$ cat src/rtl/fdc_ctrl_pkg.sv
package fdc_ctrl_pkg;

  // Write-byte field positions, fixed by the host software interface
  localparam int BYTE_W    = 8;
  localparam int DRV_LSB   = 0;
  localparam int HEAD_BIT  = 2;
  localparam int DENS_BIT  = 3;
  localparam int MINI_BIT  = 4;
  localparam int AWAIT_BIT = 7;

  // Strobes from control to datapath
  typedef struct packed {
    logic loadCtrl;   // latch control fields from the write byte
    logic capStatus;  // capture status byte
    logic expire;     // timeout reached: release head select
  } ctlStrobes_t;

endpackage

$ cat src/rtl/fdc_ctrl_seq.sv
module fdc_ctrl_seq
  import fdc_ctrl_pkg::*;
#(
  parameter int TIMEOUT_TICKS = 128
) (
  input  logic        clk,
  input  logic        rstN,
  input  logic        wrEn,
  input  logic        rdEn,
  input  logic        tick,
  input  logic        headSel,
  output ctlStrobes_t strobes
);
  localparam int CNT_W = (TIMEOUT_TICKS < 2) ? 1 : $clog2(TIMEOUT_TICKS + 1);
  localparam logic [CNT_W-1:0] LAST_CNT = CNT_W'(TIMEOUT_TICKS - 1);

  logic [CNT_W-1:0] tickCnt;
  logic             countTick;
  logic             atLimit;

  // A write in the same cycle takes priority over the tick
  assign countTick = tick && headSel && !wrEn;
  assign atLimit   = (tickCnt == LAST_CNT);

  assign strobes.loadCtrl  = wrEn;
  assign strobes.capStatus = rdEn;
  assign strobes.expire    = countTick && atLimit;

  always_ff @(posedge clk or negedge rstN) begin
    if (!rstN) begin
      tickCnt <= '0;
    end else if (wrEn) begin
      tickCnt <= '0;
    end else if (countTick) begin
      if (atLimit) tickCnt <= '0;
      else         tickCnt <= tickCnt + CNT_W'(1);
    end
  end

endmodule

$ cat src/rtl/fdc_ctrl_dp.sv
module fdc_ctrl_dp
  import fdc_ctrl_pkg::*;
#(
  parameter int DRIVES = 4,
  localparam int DRV_W = (DRIVES < 2) ? 1 : $clog2(DRIVES)
) (
  input  logic              clk,
  input  logic              rstN,
  input  ctlStrobes_t       strobes,
  input  logic [BYTE_W-1:0] wrData,
  input  logic              fdcDrq,
  input  logic              fdcIntrq,
  output logic [BYTE_W-1:0] rdData,
  output logic [DRV_W-1:0]  driveSel,
  output logic              miniDrive,
  output logic              headSel,
  output logic              doubleDens,
  output logic              autoWait
);
  logic [BYTE_W-1:0] statusByte;

  // All bits follow DRQ, then the top bit is knocked out by INTRQ
  always_comb begin
    statusByte = {BYTE_W{fdcDrq}};
    if (fdcIntrq) statusByte[BYTE_W-1] = 1'b0;
  end

  always_ff @(posedge clk or negedge rstN) begin
    if (!rstN) begin
      driveSel   <= '0;
      miniDrive  <= 1'b0;
      headSel    <= 1'b0;
      doubleDens <= 1'b0;
      autoWait   <= 1'b0;
    end else if (strobes.loadCtrl) begin
      driveSel   <= wrData[DRV_LSB +: DRV_W];
      miniDrive  <= wrData[MINI_BIT];
      headSel    <= wrData[HEAD_BIT];
      doubleDens <= wrData[DENS_BIT];
      autoWait   <= wrData[AWAIT_BIT];
    end else if (strobes.expire) begin
      headSel    <= 1'b0;
    end
  end

  always_ff @(posedge clk or negedge rstN) begin
    if (!rstN)                  rdData <= '0;
    else if (strobes.capStatus) rdData <= statusByte;
  end

endmodule

$ cat src/rtl/fdc_ctrl_port.sv
module fdc_ctrl_port
  import fdc_ctrl_pkg::*;
#(
  parameter int DRIVES        = 4,
  parameter int TIMEOUT_TICKS = 128
) (
  input  logic       clk,
  input  logic       rstN,
  input  logic       wrEn,
  input  logic [7:0] wrData,
  input  logic       rdEn,
  input  logic       tick,
  input  logic       fdcDrq,
  input  logic       fdcIntrq,
  output logic [7:0] rdData,
  output logic [1:0] driveSel,
  output logic       miniDrive,
  output logic       headSel,
  output logic       doubleDens,
  output logic       autoWait
);
  ctlStrobes_t strobes;

  fdc_ctrl_seq #(
    .TIMEOUT_TICKS(TIMEOUT_TICKS)
  ) seq_i (
    .clk     (clk),
    .rstN    (rstN),
    .wrEn    (wrEn),
    .rdEn    (rdEn),
    .tick    (tick),
    .headSel (headSel),
    .strobes (strobes)
  );

  fdc_ctrl_dp #(
    .DRIVES(DRIVES)
  ) dp_i (
    .clk        (clk),
    .rstN       (rstN),
    .strobes    (strobes),
    .wrData     (wrData),
    .fdcDrq     (fdcDrq),
    .fdcIntrq   (fdcIntrq),
    .rdData     (rdData),
    .driveSel   (driveSel),
    .miniDrive  (miniDrive),
    .headSel    (headSel),
    .doubleDens (doubleDens),
    .autoWait   (autoWait)
  );

endmodule

$ cat config.mk
export PLATFORM = sky130hd
export DESIGN_NAME = fdc_ctrl_port
export DESIGN_NICKNAME = d
export VERILOG_FILES = /design/src/rtl/fdc_ctrl_pkg.sv /design/src/rtl/fdc_ctrl_seq.sv /design/src/rtl/fdc_ctrl_dp.sv /design/src/rtl/fdc_ctrl_port.sv
export SDC_FILE = /design/constraint.sdc
export NUM_CORES = 1
export LEC_CHECK = 0
export BUFFER_PORTS_ARGS = -buffer_cell sky130_fd_sc_hd__buf_4
export CAP_MARGIN = 20
export CORE_MARGIN = 5
export CORE_UTILIZATION = 46
export DETAILED_ROUTE_END_ITERATION = 6
export GPL_TIMING_DRIVEN = 0
export HOLD_SLACK_MARGIN = 0.15
export PLACE_DENSITY = 0.79
export SYNTH_ARGS = -nofsm -noshare
export SYNTH_HDL_FRONTEND = slang
export SYNTH_SLANG_ARGS = --single-unit
$ cat constraint.sdc
create_clock -name clk -period 1.7 [get_ports clk]
set_clock_uncertainty 0.1 [all_clocks]
set_input_delay 0.085 -clock clk [delete_from_list [all_inputs] [get_ports clk]]
set_output_delay 0.085 -clock clk [all_outputs]
set_load 0.05 [all_outputs]
* After elaboration in Yosys (flattened, before gate mapping)
Cells that the tools add are included.
** Storage, ports and cells
- Register bits :: 22
- Input port bits :: 15
- Output and inout bits :: 14
- Logic and storage cells :: 21
** Operators by class
- Add/sub/neg operators :: 1
- Equality and inequality tests :: 1
- Mux-type cells :: 6
- Reductions and logical operators :: 6
** Operators with widths (count)
- 8-bit two-way mux :: 3
- 8-bit by 1-bit adder with 8-bit output (second input constant) :: 1
- 8-bit by 7-bit == test with 1-bit output (second input constant) :: 1
- 2-bit nonzero test :: 2
- 1-bit logical AND :: 3
- 1-bit two-way mux :: 3
- 1-bit logical NOT :: 1

* Longest topological paths before layout
- Depth in word-level cells :: 5
- Depth in mapped cells :: 5
- Gate-level depth less buffers :: 4

* By module
From an unflattened synthesis, not the netlist that was laid out.
** Unflattened totals
- Cells, all modules :: 78
- Area total of the unflattened synthesis :: 845.8 um^2
** By module, submodules not included
- fdc_ctrl_seq :: times used 1, cells each 52, area each 473.0 um^2, sequential area each 200.2 um^2
- fdc_ctrl_dp :: times used 1, cells each 26, area each 372.9 um^2, sequential area each 200.2 um^2

* Worst setup path before layout
OpenSTA, ideal clock, no wires.
- Kind :: flip-flop to flip-flop
- Start :: reg dp_i.headSel
- End :: reg seq_i.tickCnt[6]
- Library setup time :: 0.077 ns
- Data arrival time :: 1.479 ns
- Data required time :: 1.523 ns
- Path slack :: 0.043 ns
- Stages on the path, launching flop included :: 4
- Buffers on the path :: 0
- Period minus slack after synthesis :: 1.657 ns
- Path through :: dfrtp_1 nand4_1 or3_1 a21oi_1
** Between the ends
- Longest elaborated chain between the ends :: 3
** Ends and longest elaborated chain
- from (decl) :: RTL line fdc_ctrl_dp.sv:16 : output logic headSel,
- from (signal assigned) :: RTL line fdc_ctrl_dp.sv:38 : headSel <= wrData[HEAD_BIT];
- 1-bit logical AND (2 in series) :: RTL line fdc_ctrl_seq.sv:22 : assign countTick = tick && headSel && !wrEn;
- 2-bit nonzero test (no source line)
- to (signal assigned) :: RTL line fdc_ctrl_seq.sv:36 : else tickCnt <= tickCnt + CNT_W'(1);
- to (decl) :: RTL line fdc_ctrl_seq.sv:17 : logic [CNT_W-1:0] tickCnt;
No other way between the ends.
A chain may end at the register's enable or synchronous reset.

* Worst setup path after layout
- Start :: in wrEn
- End :: reg dp_i.doubleDens
** RTL lines
- from (decl) :: RTL line fdc_ctrl_port.sv:9 : input logic wrEn,
- to (signal assigned) :: RTL line fdc_ctrl_dp.sv:39 : doubleDens <= wrData[DENS_BIT];
- to (decl) :: RTL line fdc_ctrl_dp.sv:17 : output logic doubleDens,
No word-level cell between the ends.

==> results.json <==
{
  "post-route-period-util": 0.960,
  "portBuffers": 25,
  "tns_ps": 0,
  "synth-xor-area-share": 0.0226,
  "cts_buffers": 3,
  "power.density_nw_per_um2": 796,
  "drv_slew": 0,
  "cts_root_buf": "clkbuf_4",
  "dp_hpwl_mm": 1.23,
  "wl_per_cell_um": 15.5,
  "relSlewSlack": 0.512,
  "drive_gt1_frac": 0.373,
  "cp-end-kind": "flip-flop",
  "max-cap-violations": 0,
  "setup_viol": 0,
  "fmax_mhz": 613,
  "antenna_left": 0,
  "rsz0062_at_grt": "false",
  "synth_compound_area_frac": 0.0919,
  "timing.rr.start": "seq_i.tickCnt[0]$_DFFE_PN0P_",
  "fp.dieH_um": 51.1,
  "first_iter_violations": 19,
  "critPathSlowestCell": "dlygate4sd3_1",
  "core_area_um2": 1560,
  "drt_pre_antenna_iters": 4,
  "syn-cell-area_um2": 776,
  "p_leak_uw": 0.000537,
  "timing.final.crit_period_ps": 1630,
  "clock_latency_ps": 290,
  "drt_wl_total_mm": 2.08,
  "reg2reg_slack_ps": 170,
  "synth_top_family_by_area": "simple AND/OR/NAND/NOR gates",
  "rows": 14,
  "clockBufferDepth": 2,
  "worstHoldPathCells": 1,
  "status": "finished clean",
  "drc": 0,
  "r2r_end": "seq_i.tickCnt[6]$_DFFE_PN0P_",
  "yosys_register_bits": 16,
  "track_usage": 0.186,
  "crit_required_ps": 1780,
  "critPathKind": "in -> reg",
  "io_pins": 29,
  "cts.sinks": 16,
  "reg2reg_depth": 4,
  "post-cts-setup-buffers": 0,
  "antenna_found_initial": 0,
  "synth_nets": 89,
  "vdd_drop_max_uv": 664,
  "synth_mux_area_frac": 0.100,
  "grt_pass1_wl_mm": 3.46,
  "synthCells": 73,
  "finalHoldViolations": 0,
  "cpPeakStageDelay_ps": 550,
  "dieArea_um2": 2610,
  "grt_max_degree": 17,
  "fin_nets": 136,
  "crit_chain": "dlygate4sd3_1 > buf_4 > mux2_2 > dlygate4sd3_1",
  "n_fill_cell": 100,
  "overflow": 0,
  "synth_simple_gate_area_frac": 0.169,
  "area_growth_pct": 52.3,
  "hp-class": "reg -> reg",
  "via_per_inst": 5.42,
  "avgSynthCellArea_um2": 10.6,
  "crit_start": "wrEn",
  "synth_cell_type_count": 24,
  "holdWs_ps": 417,
  "crit_top_cell": "dlygate4sd3_1",
  "synth.yosys.seq_area_share": 0.516,
  "vias": 726,
  "crit_end": "dp_i.doubleDens$_DFFE_PN0P_",
  "grt_pass1_vias": 710,
  "yosys_warnings": 0,
  "worst_ep_arrival_time_ps": 1710,
  "synthAdderAreaFrac": 0.0161,
  "cts_tree": "built",
  "crit_fanout": 8,
  "cts.clk_slew.worst_paths_ps": 80,
  "initial_core_util": 0.498,
  "num_antenna_cells": 0,
  "die_x_um": 51.1,
  "htree_num_levels": 1,
  "tightest_slew_ps": 729,
  "place_congestion": 0.821,
  "cp-start-kind": "primary input"
}
## power breakdown
part | internal, uW | total (uW) | switching (uW)
clock | 82.6 | 201 | 119
combinational | 131 | 313 | 182
sequential | 404 | 426 | 22.5
total | 618 | 940 | 323
## per-stage QoR
step           utilization  power (uW)  setup WS, ps  cell area, um^2  std cells
2_1_floorplan            -         608          43.3              776         73
3_3_place_gp         0.631         698           191              983        114
3_5_place_dp         0.631         702           170              983        114
4_1_cts              0.754         933           128             1180        134
5_1_grt              0.758         997          24.7             1180        134
6_report             0.758         940          67.4             1180        134
## metal layers
metal | GRT usage | vias to the layer above | wire, um
li1 | - | 344 | -
met1 | 0.233 | 357 | 906
met2 | 0.290 | 19 | 1010
met3 | 0.0669 | 6 | 102
met4 | 0.0762 | 0 | 54
met5 | 0 | - | 0
## synthesized netlist by cell type
cell type | instances | area, um^2
dfrtp_1 | 16 | 400
mux2_2 | 6 | 67.6
o21ai_0 | 5 | 25.0
a21oi_2 | 1 | 8.76
nand3_1 | 4 | 20.0
or3_1 | 3 | 18.8
nor2_1 | 2 | 7.51
inv_1 | 2 | 7.51
or2b_1 | 1 | 7.51
a21oi_1 | 3 | 15.0
xor2_1 | 2 | 17.5
or4_1 | 1 | 7.51
nand2b_1 | 2 | 12.5
nor3_1 | 3 | 15.0
buf_4 | 7 | 52.6
o221ai_1 | 1 | 8.76
nand4_1 | 2 | 12.5
a31oi_1 | 1 | 6.26
a211oi_1 | 1 | 7.51
ha_1 | 1 | 12.5
nand2_1 | 6 | 22.5
nand3b_1 | 1 | 7.51
buf_2 | 1 | 5.00
mux2i_1 | 1 | 10.0
## layout make-up
cell class	count	area, um^2	area share
flip-flops and latches	16	400	0.339
well taps	16	20.0	0.0169
multi-input cells	47	315	0.267
clock buffers	3	22.5	0.0191
repair buffers	42	358	0.303
inverters	2	7.51	0.00636
plain buffers	8	57.6	0.0487
## cell families (layout without fill, tap and decap cells)
family / after synthesis / after routing
DFF: 16 / 16
buffers and inverters: 10 / 55
xor gates and xnor gates: 2 / 2
and+or+nand+nor: 25 / 25
muxes: 7 / 7
adders and majority gates: 1 / 1
AOI/OAI and AO/OA: 12 / 12
## worst min path at each step
| stage | start | endpoint | slack [ps] |
|---|---|---|---|
| floorplan | rstN | dp_i.autoWait$_DFFE_PN0P_ | -310 |
| global placement | rstN | seq_i.tickCnt[5]$_DFFE_PN0P_ | -150 |
| detailed placement | rstN | seq_i.tickCnt[6]$_DFFE_PN0P_ | -140 |
| CTS | dp_i.autoWait$_DFFE_PN0P_ | dp_i.autoWait$_DFFE_PN0P_ | 420 |
| global route | dp_i.autoWait$_DFFE_PN0P_ | dp_i.autoWait$_DFFE_PN0P_ | 450 |
| finish | dp_i.autoWait$_DFFE_PN0P_ | dp_i.autoWait$_DFFE_PN0P_ | 420 |
## state kept, by name, indices dropped and copies added, names as in the netlist
register	flops
seq_i.tickCnt	8
dp_i.driveSel	2
dp_i.rdData	2
dp_i.autoWait	1
dp_i.doubleDens	1
dp_i.headSel	1
dp_i.miniDrive	1
## worst max-delay path, delay by kind of cell
family	cells	cell delay, ps
buffers and inverters	3	1260
multiplexers	1	360
## what timing repair did
| action | in CTS | in global routing |
|---|---|---|
| hold endpoints to repair | 28 | 0 |
| resized for setup | 0 | 1 |
| setup endpoints to repair | 0 | 1 |
| hold buffers | 17 | 0 |
## layout by cell type (no fill, tap or decap)
cell type	count
nand3_1	4
dfrtp_1	16
nor3_2	1
nor3_1	2
dlygate4sd3_1	17
or4_1	1
nand3b_1	1
nand2_1	6
clkbuf_4	3
o221ai_1	1
ha_1	1
inv_1	2
mux2i_1	1
a211oi_1	1
xor2_1	2
nand4_1	2
a31oi_1	1
nor2_1	2
or2b_1	1
o21ai_0	5
buf_2	1
a21oi_2	1
or3_1	3
mux2_2	6
a21oi_1	3
nand2b_1	2
buf_4	32
Power figures use the tool's default switching activity.
